## src/rtl/fpc_pkg.sv

```systemverilog
package fpc_pkg;
  localparam int ICODE_W = 4;

  typedef enum logic [ICODE_W-1:0] {
    OP_HALT  = 4'd0,
    OP_NOP   = 4'd1,
    OP_RRMOV = 4'd2,
    OP_IRMOV = 4'd3,
    OP_RMMOV = 4'd4,
    OP_MRMOV = 4'd5,
    OP_ALU   = 4'd6,
    OP_JUMP  = 4'd7,
    OP_CALL  = 4'd8,
    OP_RET   = 4'd9,
    OP_PUSH  = 4'd10,
    OP_POP   = 4'd11
  } op_e;

  typedef enum logic [1:0] {
    SRC_PRED   = 2'd0,
    SRC_FALLTH = 2'd1,
    SRC_RETADR = 2'd2
  } pc_src_e;
endpackage

```

## src/rtl/fpc_predict.sv

```systemverilog
module fpc_predict
  import fpc_pkg::*;
#(
  parameter int PC_W = 32
) (
  input  logic [ICODE_W-1:0] icode,
  input  logic [PC_W-1:0]    valp,
  input  logic [PC_W-1:0]    valc,
  output logic [PC_W-1:0]    guess
);
  logic use_target;

  // Jumps (any condition, assumed taken) and calls go to the constant target.
  always_comb begin
    unique case (icode)
      OP_JUMP, OP_CALL: use_target = 1'b1;
      default:          use_target = 1'b0;
    endcase
  end

  // Returns are not predicted: they fall through like plain instructions.
  assign guess = use_target ? valc : valp;
endmodule

```

## src/rtl/fpc_select.sv

```systemverilog
module fpc_select
  import fpc_pkg::*;
#(
  parameter int PC_W = 32
) (
  input  logic [PC_W-1:0]    pred_q,
  input  logic [ICODE_W-1:0] m_icode,
  input  logic               m_bch,
  input  logic [PC_W-1:0]    m_vala,
  input  logic [ICODE_W-1:0] w_icode,
  input  logic [PC_W-1:0]    w_valm,
  output pc_src_e            src,
  output logic [PC_W-1:0]    pc
);
  logic wrong_jump;
  logic ret_done;

  assign wrong_jump = (m_icode == OP_JUMP) && !m_bch;
  assign ret_done   = (w_icode == OP_RET);

  // The memory-stage fix-up outranks the write-back return target.
  always_comb begin
    if (wrong_jump)    src = SRC_FALLTH;
    else if (ret_done) src = SRC_RETADR;
    else               src = SRC_PRED;
  end

  always_comb begin
    unique case (src)
      SRC_FALLTH: pc = m_vala;
      SRC_RETADR: pc = w_valm;
      default:    pc = pred_q;
    endcase
  end
endmodule

```

## src/rtl/fpc_pred_reg.sv

```systemverilog
module fpc_pred_reg #(
  parameter int              PC_W     = 32,
  parameter logic [PC_W-1:0] RST_ADDR = '0
) (
  input  logic            clk,
  input  logic            rst,
  input  logic            stall,
  input  logic [PC_W-1:0] d,
  output logic [PC_W-1:0] q
);
  always_ff @(posedge clk) begin
    if (rst)         q <= RST_ADDR;
    else if (!stall) q <= d;
  end


  stall_hold_chk: assert property (@(posedge clk) disable iff (rst)
    stall |=> $stable(q));
endmodule

```

## src/rtl/fetch_pc_unit.sv

```systemverilog
module fetch_pc_unit
  import fpc_pkg::*;
#(
  parameter int PC_W = 32
) (
  input  logic            clk,
  input  logic            rst,
  input  logic            stall,
  input  logic [3:0]      f_icode,
  input  logic [PC_W-1:0] f_valp,
  input  logic [PC_W-1:0] f_valc,
  input  logic [3:0]      m_icode,
  input  logic            m_bch,
  input  logic [PC_W-1:0] m_vala,
  input  logic [3:0]      w_icode,
  input  logic [PC_W-1:0] w_valm,
  output logic [PC_W-1:0] f_pc,
  output logic [PC_W-1:0] pred_pc
);
  logic [PC_W-1:0] guess;
  pc_src_e         src;

  fpc_predict #(.PC_W(PC_W)) predict_i (
    .icode (f_icode),
    .valp  (f_valp),
    .valc  (f_valc),
    .guess (guess)
  );

  fpc_pred_reg #(.PC_W(PC_W), .RST_ADDR('0)) pred_reg_i (
    .clk   (clk),
    .rst   (rst),
    .stall (stall),
    .d     (guess),
    .q     (pred_pc)
  );

  fpc_select #(.PC_W(PC_W)) select_i (
    .pred_q  (pred_pc),
    .m_icode (m_icode),
    .m_bch   (m_bch),
    .m_vala  (m_vala),
    .w_icode (w_icode),
    .w_valm  (w_valm),
    .src     (src),
    .pc      (f_pc)
  );


  fallthru_fix_chk: assert property (@(posedge clk) disable iff (rst)
    (m_icode == OP_JUMP && !m_bch) |-> (f_pc == m_vala));


  ret_fix_chk: assert property (@(posedge clk) disable iff (rst)
    (w_icode == OP_RET && !(m_icode == OP_JUMP && !m_bch)) |-> (f_pc == w_valm));


  no_fix_chk: assert property (@(posedge clk) disable iff (rst)
    (!(m_icode == OP_JUMP && !m_bch) && w_icode != OP_RET) |-> (f_pc == pred_pc));


  target_pred_chk: assert property (@(posedge clk) disable iff (rst)
    (!stall && (f_icode == OP_JUMP || f_icode == OP_CALL)) |=> (pred_pc == $past(f_valc)));


  fallthru_pred_chk: assert property (@(posedge clk) disable iff (rst)
    (!stall && f_icode != OP_JUMP && f_icode != OP_CALL) |=> (pred_pc == $past(f_valp)));
endmodule

```

## config.mk

```make
export PLATFORM = sky130hd
export DESIGN_NAME = fetch_pc_unit
export DESIGN_NICKNAME = d
export VERILOG_FILES = /design/src/rtl/fpc_pkg.sv /design/src/rtl/fpc_predict.sv /design/src/rtl/fpc_select.sv /design/src/rtl/fpc_pred_reg.sv /design/src/rtl/fetch_pc_unit.sv
export SDC_FILE = /design/constraint.sdc
export NUM_CORES = 1
export LEC_CHECK = 0
export ABC_AREA = 1
export CAP_MARGIN = 10
export CORE_MARGIN = 10
export CORE_UTILIZATION = 31
export DETAILED_ROUTE_END_ITERATION = 7
export PLACE_DENSITY = 0.75
export SYNTH_ARGS = -nofsm -noshare
export SYNTH_HDL_FRONTEND = slang
export SYNTH_SLANG_ARGS = --single-unit
```

## constraint.sdc

```tcl
create_clock -name clk -period 1 [get_ports clk]
set_clock_uncertainty 0.2 [all_clocks]
set_input_delay 0.1 -clock clk [delete_from_list [all_inputs] [get_ports clk]]
set_output_delay 0.1 -clock clk [all_outputs]
set_load 0.005 [all_outputs]
```

After elaboration in Yosys (flattened, before gate mapping). Index checks and enable logic that the tools add are counted.

Register bits after elaboration: 32. Input bits: 144. Logic and storage cells: 15. Output and inout port bits: 64.

Muxes and demuxes: 5. Equality and inequality tests: 6. Reductions and logical operators: 3.

Operator list (count): $pmux 32 s2 (1); $mux 32 (1); $eq 4x3->1 const B (2); $eq 4x4->1 const B (2); $mux 2 (2); $eq 2x1->1 const B (1); $eq 2x2->1 const B (1); $reduce_or 2->1 (1); $logic_and 1x1->1 (1); $logic_not 1->1 (1); $mux 1 (1).

Depth between registers and ports, before layout. Gate-level depths: netlist (run 1).

Depth after elaboration: 5. Mapped depth: 9.

Hierarchy. From an unflattened synthesis (run 1), not the netlist that was laid out.

Cell total of the unflattened synthesis: 482. Area, all modules: 2870.3 um2.

By module, submodules not included: fpc_pred_reg (area each 1338.8 um2, cells each 203, instances 1); fpc_select (area each 964.7 um2, cells each 163, instances 1); fpc_predict (area each 566.8 um2, cells each 116, instances 1).

Worst setup path before layout (run 1). OpenSTA, ideal clock, no wires.

Path kind: in2reg. From: input port f_icode[2]. To: register pred_reg_i.q[0]. Data required time: 691 ps. Slack: -28 ps. Data arrival time: 719 ps. Cell stages on the path: 9. Path buffers: 1. Cell sequence: inv_1 > nand2_1 > nand2_4 > nand2_8 > buf_12 > nand2_2 > nand3_1 > nand2_1 > inv_1.

Longest elaborated chain between the ends: 4. Elaborated cells between the ends (all ways): 5. Classes of those cells: eq/ne: 2; mux: 2; reduce/logical: 1.

RTL lines: from (decl) (line fetch_pc_unit.sv:9) `input logic [3:0] f_icode,`; $eq 4x3->1 / $eq 4x4->1 (equally long branches) (line fpc_predict.sv:15) `unique case (icode)`; $reduce_or 2->1 (*) (line fpc_predict.sv:15); $mux 1 (*) (line fpc_predict.sv:15); $mux 32 (*) (line fpc_predict.sv:22) `assign guess = use_target ? valc : valp;`; to (signal assigned) (line fpc_pred_reg.sv:12) `if (rst) q <= RST_ADDR;`; to (signal assigned) (line fpc_pred_reg.sv:13) `else if (!stall) q <= d;`; to (decl) (line fpc_pred_reg.sv:9) `output logic [PC_W-1:0] q`.

Mark *: on every way between the ends. The rest lies on a longest branch, timed or not. A chain may end at the register's enable or synchronous reset.

Worst setup path after layout (run 1).
From: input port w_icode[1]. To: output port f_pc[29].

Longest elaborated chain between the ends: 5. Elaborated cells between the ends (all ways): 6. Classes of those cells: eq/ne: 3; mux: 3.

RTL lines: from (decl) (line fetch_pc_unit.sv:15) `input logic [3:0] w_icode,`; $eq 4x4->1 (*) (line fpc_select.sv:19) `assign ret_done = (w_icode == OP_RET);`; $mux 2 (*) (line fpc_select.sv:24) `else if (ret_done) src = SRC_RETADR;`; $mux 2 (*) (line fpc_select.sv:23) `if (wrong_jump) src = SRC_FALLTH;`; $eq 2x2->1 / $eq 2x1->1 (equally long branches) (line fpc_select.sv:29) `unique case (src)`; $pmux 32 s2 (*) (line fpc_select.sv:29); to (decl) (line fetch_pc_unit.sv:17) `output logic [PC_W-1:0] f_pc,`.

Marked as above.

==> results of run 1 <==
==> what timing repair did <==
action                                  CTS  global route
endpoints found under the setup margin   96            96
gates resized for setup                 535           177
setup buffers                            28             7
pin swaps                                45            87
cloned                                   23             4
==> cells in the mapped netlist <==
library cell    n  share of area
buf_1           3         0.0042
buf_12          3          0.022
buf_2           9          0.017
buf_4           9          0.025
buf_6           6          0.025
clkbuf_1        6         0.0084
dfxtp_1        32           0.24
inv_1          37          0.052
inv_2           2         0.0028
nand2_1        37          0.052
nand2_2        32          0.074
nand2_4         3          0.013
nand2_8         1         0.0074
nand3_1       192           0.36
nand3_2         1         0.0037
nor2_1         65          0.091
nor2_4          2         0.0084
==> power by group through the flow <==
stage / combinational (uW) / clock, uW / sequential, uW
6_report: 3260 / 1140 / 1510
5_1_grt: 3370 / 1170 / 1520
4_1_cts: 2610 / 1080 / 1490
3_5_place_dp: 2110 / 0 / 1460
3_3_place_gp: 2080 / 0 / 1460
2_1_floorplan: 723 / 0 / 1480
==> layout make-up <==
cell class / instances / area, um2 / area share
inverter: 39 / 171.4 / 0.02273
clock buffer: 8 / 90.09 / 0.01194
tap: 105 / 131.4 / 0.01742
multi-input combinational: 337 / 2784 / 0.3691
timing repair buffer: 307 / 3670 / 0.4866
antenna: 1 / 2.502 / 0.0003318
sequential: 32 / 693.2 / 0.09190
==> cell families after synthesis <==
group / Yosys count
AND/OR/NAND/NOR: 333
flip-flops: 32
buffers and inverters: 75
==> worst max-delay path, delay by kind of cell <==
kind	cells	cell delay, ns
buffers and inverters	6	0.75
AND/OR/NAND/NOR	4	0.39
==> path summary, 6_finish.rpt <==
kind,start,endpoint,slack (ns),depth (start not counted)
worst max-delay path,w_icode[1],f_pc[29],-0.55,10
worst min-delay path,f_valp[20],pred_reg_i.q[20],0.25,5
worst max register to register,pred_reg_i.q[2],pred_reg_i.q[2],-0.20,6
worst min register to register,pred_reg_i.q[16],pred_reg_i.q[16],0.40,4
==> routing by layer <==
metal	vias to the layer above	global-route usage	routed length (um)
li1	2038	-	-
met1	2385	0.2947	8042
met2	513	0.5169	11440
met3	190	0.07237	2915
met4	0	0.1743	2280
met5	-	0	0
==> per-stage QoR <==
step | cell area [um2] | std cells | hold slack (ns) | utilization
after global placement | 5179 | 764 | 0.3700 | 0.6209
after floorplan | 2730 | 440 | 0.04812 | -
after global routing | 7540 | 828 | 0.2782 | 0.9040
final | 7542 | 829 | 0.2472 | 0.9043
after CTS | 6735 | 823 | 0.2283 | 0.8075
after detailed placement | 5179 | 764 | 0.3795 | 0.6209
==> flow_metrics.py, run 1 <==
metrics = {
    "outcome": {
        "outcome": "finished, violations left",
        "violations": "negative setup slack",
    },
    "drt": {
        "drt-wirelength-per-cell_um": 29.77,
        "vias_per_cell": 6.183,
        "firstDrtPassIters": 7,
        "vias": 5126,
        "remaining_antenna_violation_count": 0,
        "dr.first_iter.drc_count": 533,
        "drt_wl_total_mm": 24.68,
        "drt_drc_violations_left": 0,
    },
    "setup_path": {
        "critical_path_peak_fanout": 6,
        "critical-path-max-stage-delay_ns": 0.15,
        "cp-start-kind": "input port",
        "end_kind": "output pin",
        "crit_required_ns": 0.70,
        "crit_slowest_cell": "buf_8",
        "timing_worst_setup_path_type": "input port to output pin",
        "critPathArrivalTime_ns": 1.25,
        "path_cells": "buf_6 -> nor2_4 -> nand3_2 -> buf_6 -> inv_6 -> buf_8 -> buf_16 -> nand3_4 -> nand3_2 -> buf_2",
    },
    "synthesis": {
        "yosys.area_share.xor_xnor": 0,
        "post_synth_instance_area_um2": 2691,
        "synth_area_in_compound_gates": 0,
        "synthDistinctLibCells": 17,
        "post_synth_and_or_nand_nor_area_fraction": 0.6058,
        "post_synth_fa_ha_maj_area_fraction": 0,
        "synth-seq-cells": 32,
        "main_combinational_cell_family_by_area_after_synthesis": "simple AND/OR/NAND/NOR gates",
        "syn-num-nets": 584,
        "syn_area_per_cell_um2": 6.117,
        "seq_area_frac_synth": 0.2380,
        "post_synth_mux_area_share": 0,
        "postSynthCellCount": 440,
        "synth_warnings": 0,
    },
    "layout": {
        "top_regs": "pred_reg_i.q x32",
        "largest_register": "pred_reg_i.q",
        "drive_gt1_frac": 0.5961,
        "mostFrequentLayoutCells": "clkdlybuf4s50_1 (128), buf_6 (106), nand3_2 (91), nand3_1 (75), nand2_2 (32)",
        "layout_commonest_cell": "clkdlybuf4s50_1",
        "design.final.nets": 866,
        "largest_register_ffs": 32,
        "layout_area_overhead_pct": 180.2,
        "num-fill-cells": 282,
    },
    "die": {
        "io_pins": 208,
        "dieHeight_um": 113.2,
        "rows": 33,
        "die-width_um": 113.2,
        "initial_core_util": 0.3227,
        "core_area_um2": 8341,
        "design.die.area_um2": 12810,
    },
    "clock_tree": {
        "clock_insertion_delay_worst_skew_ns": 0.28,
        "cts_hold_repair_buffers": 0,
        "cts_tree": "built",
        "number_of_levels_the_h_tree_was_split_into": 2,
        "clk_pin_slew_ns": 0.08,
        "cts_root_buffer": "clkbuf_8",
        "max-clock-path-buffers": 2,
        "cts.sink_count": 32,
        "numCtsBuffers": 5,
    },
    "power": {
        "intPower_uw": 3745,
        "p_leak_uw": 0.003405,
        "switchingPower_uw": 2168,
        "clock_power_share": 0.193,
        "sequentialPowerShare": 0.255,
        "combPwrFrac": 0.552,
        "peakVddDrop_mv": 0.5394,
        "power_switching_share": 0.3667,
        "cell_area_power_density_nw_per_um2": 784.1,
        "design_power_total_uw": 5914,
    },
    "place": {
        "gpl.final_weighted_congestion": 0.8042,
        "pre_cts_slack_ns": -1.061,
        "placement.io_buffers": 207,
        "place_hpwl_mm": 10.40,
    },
    "timing": {
        "post-route-worst-setup-slack_ns": -0.5475,
        "count_of_pins_over_their_slew_limit": 0,
        "finalHoldViolations": 0,
        "fmax_mhz": 646.2,
        "grt_setup_unrepaired": "true",
        "tightestPinTransition_ns": 0.1924,
        "period_share": 1.548,
        "final_period_minus_worst_setup_slack_ns": 1.548,
        "timing.max_slew.rel_slack": 0.8713,
        "finalSetupViolations": 87,
        "setup_tns_ns": -23.09,
    },
    "global_routing": {
        "first_pass_grt_wire_length_mm": 29.01,
        "grt_max_degree": 27,
        "grt_remaining_overflow": 0,
        "grt_use_total": 0.2882,
        "first_global_vias": 5002,
        "antenna_violations_before_repair": 1,
    },
    "min_path": {
        "hp-class": "input port to register",
    },
    "run": {
        "max_cap_viol_count": 0,
    },
}
(Power assumes the default switching activity.)
==> run 2: changes to the inputs <==
--- a/config.mk
+++ b/config.mk
@@ -10,7 +10,9 @@
 export CORE_MARGIN = 10
 export CORE_UTILIZATION = 31
 export DETAILED_ROUTE_END_ITERATION = 7
+export GPL_TIMING_DRIVEN = 0
 export PLACE_DENSITY = 0.75
 export SYNTH_ARGS = -nofsm -noshare
 export SYNTH_HDL_FRONTEND = slang
 export SYNTH_SLANG_ARGS = --single-unit
+export TNS_END_PERCENT = 30
==> constraint.sdc (replaced) <==
create_clock -name clk -period 1 [get_ports clk]
set_clock_uncertainty 0.2 [all_clocks]
set_input_delay 0.2 -clock clk [delete_from_list [all_inputs] [get_ports clk]]
set_output_delay 0.2 -clock clk [all_outputs]
set_load 0.005 [all_outputs]
==> flow_metrics.py, run 2 (same netlist as run 1, synthesis figures left out) <==
metrics = {
    "timing": {
        "period_share": 1.589,
        "grt_setup_unrepaired": "true",
        "hold_ws_ns": 0.3613,
        "tightestPinTransition_ns": 0.4429,
        "fmax_mhz": 629.2,
        "timing.max_slew.rel_slack": 0.7048,
        "finalSetupViolations": 96,
        "final_period_minus_worst_setup_slack_ns": 1.589,
        "post-route-worst-setup-slack_ns": -0.5894,
        "count_of_pins_over_their_slew_limit": 0,
        "finalHoldViolations": 0,
    },
    "power": {
        "peakVddDrop_mv": 0.6177,
        "cell_area_power_density_nw_per_um2": 757.7,
        "combPwrFrac": 0.472,
        "design_power_total_uw": 4649,
        "power_switching_share": 0.3227,
        "switchingPower_uw": 1500,
        "intPower_uw": 3149,
        "clock_power_share": 0.202,
        "sequentialPowerShare": 0.326,
        "p_leak_uw": 0.002902,
    },
    "layout": {
        "drive_gt1_frac": 0.4381,
        "largest_register_ffs": 32,
        "design.final.nets": 822,
        "largest_register": "pred_reg_i.q",
        "top_regs": "pred_reg_i.q x32",
        "layout_commonest_cell": "clkdlybuf4s50_1",
        "num-fill-cells": 624,
        "seq_area_um2": 745.7,
        "area_of_combinational_cells_with_multiple_inputs_um2": 2257,
        "mostFrequentLayoutCells": "clkdlybuf4s50_1 (133), nand3_1 (107), buf_6 (72), nand3_2 (68), nor2_1 (64)",
        "layout_area_overhead_pct": 128.0,
        "n_antenna_cell": 0,
        "post_layout_nonfiller_instances": 783,
    },
    "clock_tree": {
        "cts_tree": "built",
        "clk_pin_slew_ns": 0.07,
        "number_of_levels_the_h_tree_was_split_into": 2,
        "clock_insertion_delay_worst_skew_ns": 0.27,
        "max-clock-path-buffers": 2,
        "cts.sink_count": 32,
        "cts_hold_repair_buffers": 0,
        "cts_root_buffer": "clkbuf_8",
        "numCtsBuffers": 5,
    },
    "global_routing": {
        "first_global_vias": 4132,
        "grt_max_degree": 11,
        "first_pass_grt_wire_length_mm": 22.14,
        "grt_use_total": 0.2108,
        "antenna_violations_before_repair": 0,
        "grt_remaining_overflow": 0,
    },
    "die": {
        "io_pins": 208,
        "rows": 33,
        "die-width_um": 113.2,
        "design.die.area_um2": 12810,
        "initial_core_util": 0.3227,
        "core_area_um2": 8341,
        "dieHeight_um": 113.2,
    },
    "place": {
        "place_hpwl_mm": 10.69,
        "gpl.final_weighted_congestion": 0.9260,
        "placement.io_buffers": 207,
        "placed_cells_incl_taps": 752,
    },
    "setup_path": {
        "timing_worst_setup_path_type": "input port to output pin",
        "critical_path_peak_fanout": 5,
        "critPathArrivalTime_ns": 1.19,
        "crit_required_ns": 0.60,
        "end_kind": "output pin",
        "rrSetupSlack_ns": 0.04,
        "cp-start-kind": "input port",
    },
    "min_path": {
        "hp-class": "input port to register",
    },
    "outcome": {
        "outcome": "finished, violations left",
        "violations": "negative setup slack",
    },
    "drt": {
        "remaining_antenna_violation_count": 0,
        "drt-wirelength-per-cell_um": 18.99,
        "drt_wl_total_mm": 14.87,
        "drt_drc_violations_left": 0,
        "firstDrtPassIters": 4,
        "dr.first_iter.drc_count": 222,
        "vias": 3971,
        "vias_per_cell": 5.072,
    },
    "run": {
        "max_cap_viol_count": 0,
    },
}
run 2: cell type report:
type | instances | area share
multi-input combinational | 335 | 0.3679
tap | 105 | 0.02141
sequential | 32 | 0.1215
timing repair buffer | 230 | 0.3895
clock inverter | 1 | 0.0008157
buffer | 35 | 0.06240
inverter | 39 | 0.02467
clock buffer | 6 | 0.01183
run 2: worst max-delay path, cell delays in order:
cell and delay [ns]:
buf_6 0.09, nor2_4 0.13, nand3_4 0.13, buf_6 0.17
clkbuf_16 0.16, nand3_4 0.06, nand3_2 0.09, buf_6 0.14
run 2: through the flow:
step / setup WS [ns] / util / area (um2) / setup TNS [ns]
5_1_grt: -0.6252 / 0.7357 / 6136 / -39.41
3_5_place_dp: -1.521 / 0.5900 / 4921 / -79.39
6_report: -0.5894 / 0.7357 / 6136 / -34.95
2_1_floorplan: -0.2100 / - / 2718 / -10.38
4_1_cts: -0.5445 / 0.6802 / 5673 / -34.58
3_3_place_gp: -1.495 / 0.5900 / 4921 / -78.01
run 2: power by group through the flow:
stage / clock network, uW / logic (uW) / registers [uW]
floorplan: 0 / 716 / 1480
global placement: 0 / 1910 / 1490
CTS: 949 / 2010 / 1510
global route: 1000 / 2380 / 1530
detailed placement: 0 / 1930 / 1490
finish: 938 / 2200 / 1520
run 2: final timing paths:
| kind | from | to | depth (start not counted) |
|---|---|---|---|
| setup / recovery | w_icode[1] | f_pc[7] | 8 |
| hold / removal | f_valp[24] | pred_reg_i.q[24] | 5 |
| setup reg to reg | pred_reg_i.q[31] | pred_reg_i.q[31] | 4 |
| hold reg to reg | pred_reg_i.q[27] | pred_reg_i.q[27] | 4 |
run 2: what timing repair did:
item	in CTS	in global routing
setup buffers	11	0
pin swaps	41	29
endpoints found under the setup margin	96	96
gates cloned	13	1
resized for setup	477	90
run 2: metal layers:
layer  vias up  wire length, um  GRT usage
met5         -                0          0
met4         0              191    0.05161
met3        13             1321    0.07396
met2       169             7668     0.3729
met1      1852             5687     0.2350
li1       1937                -          -
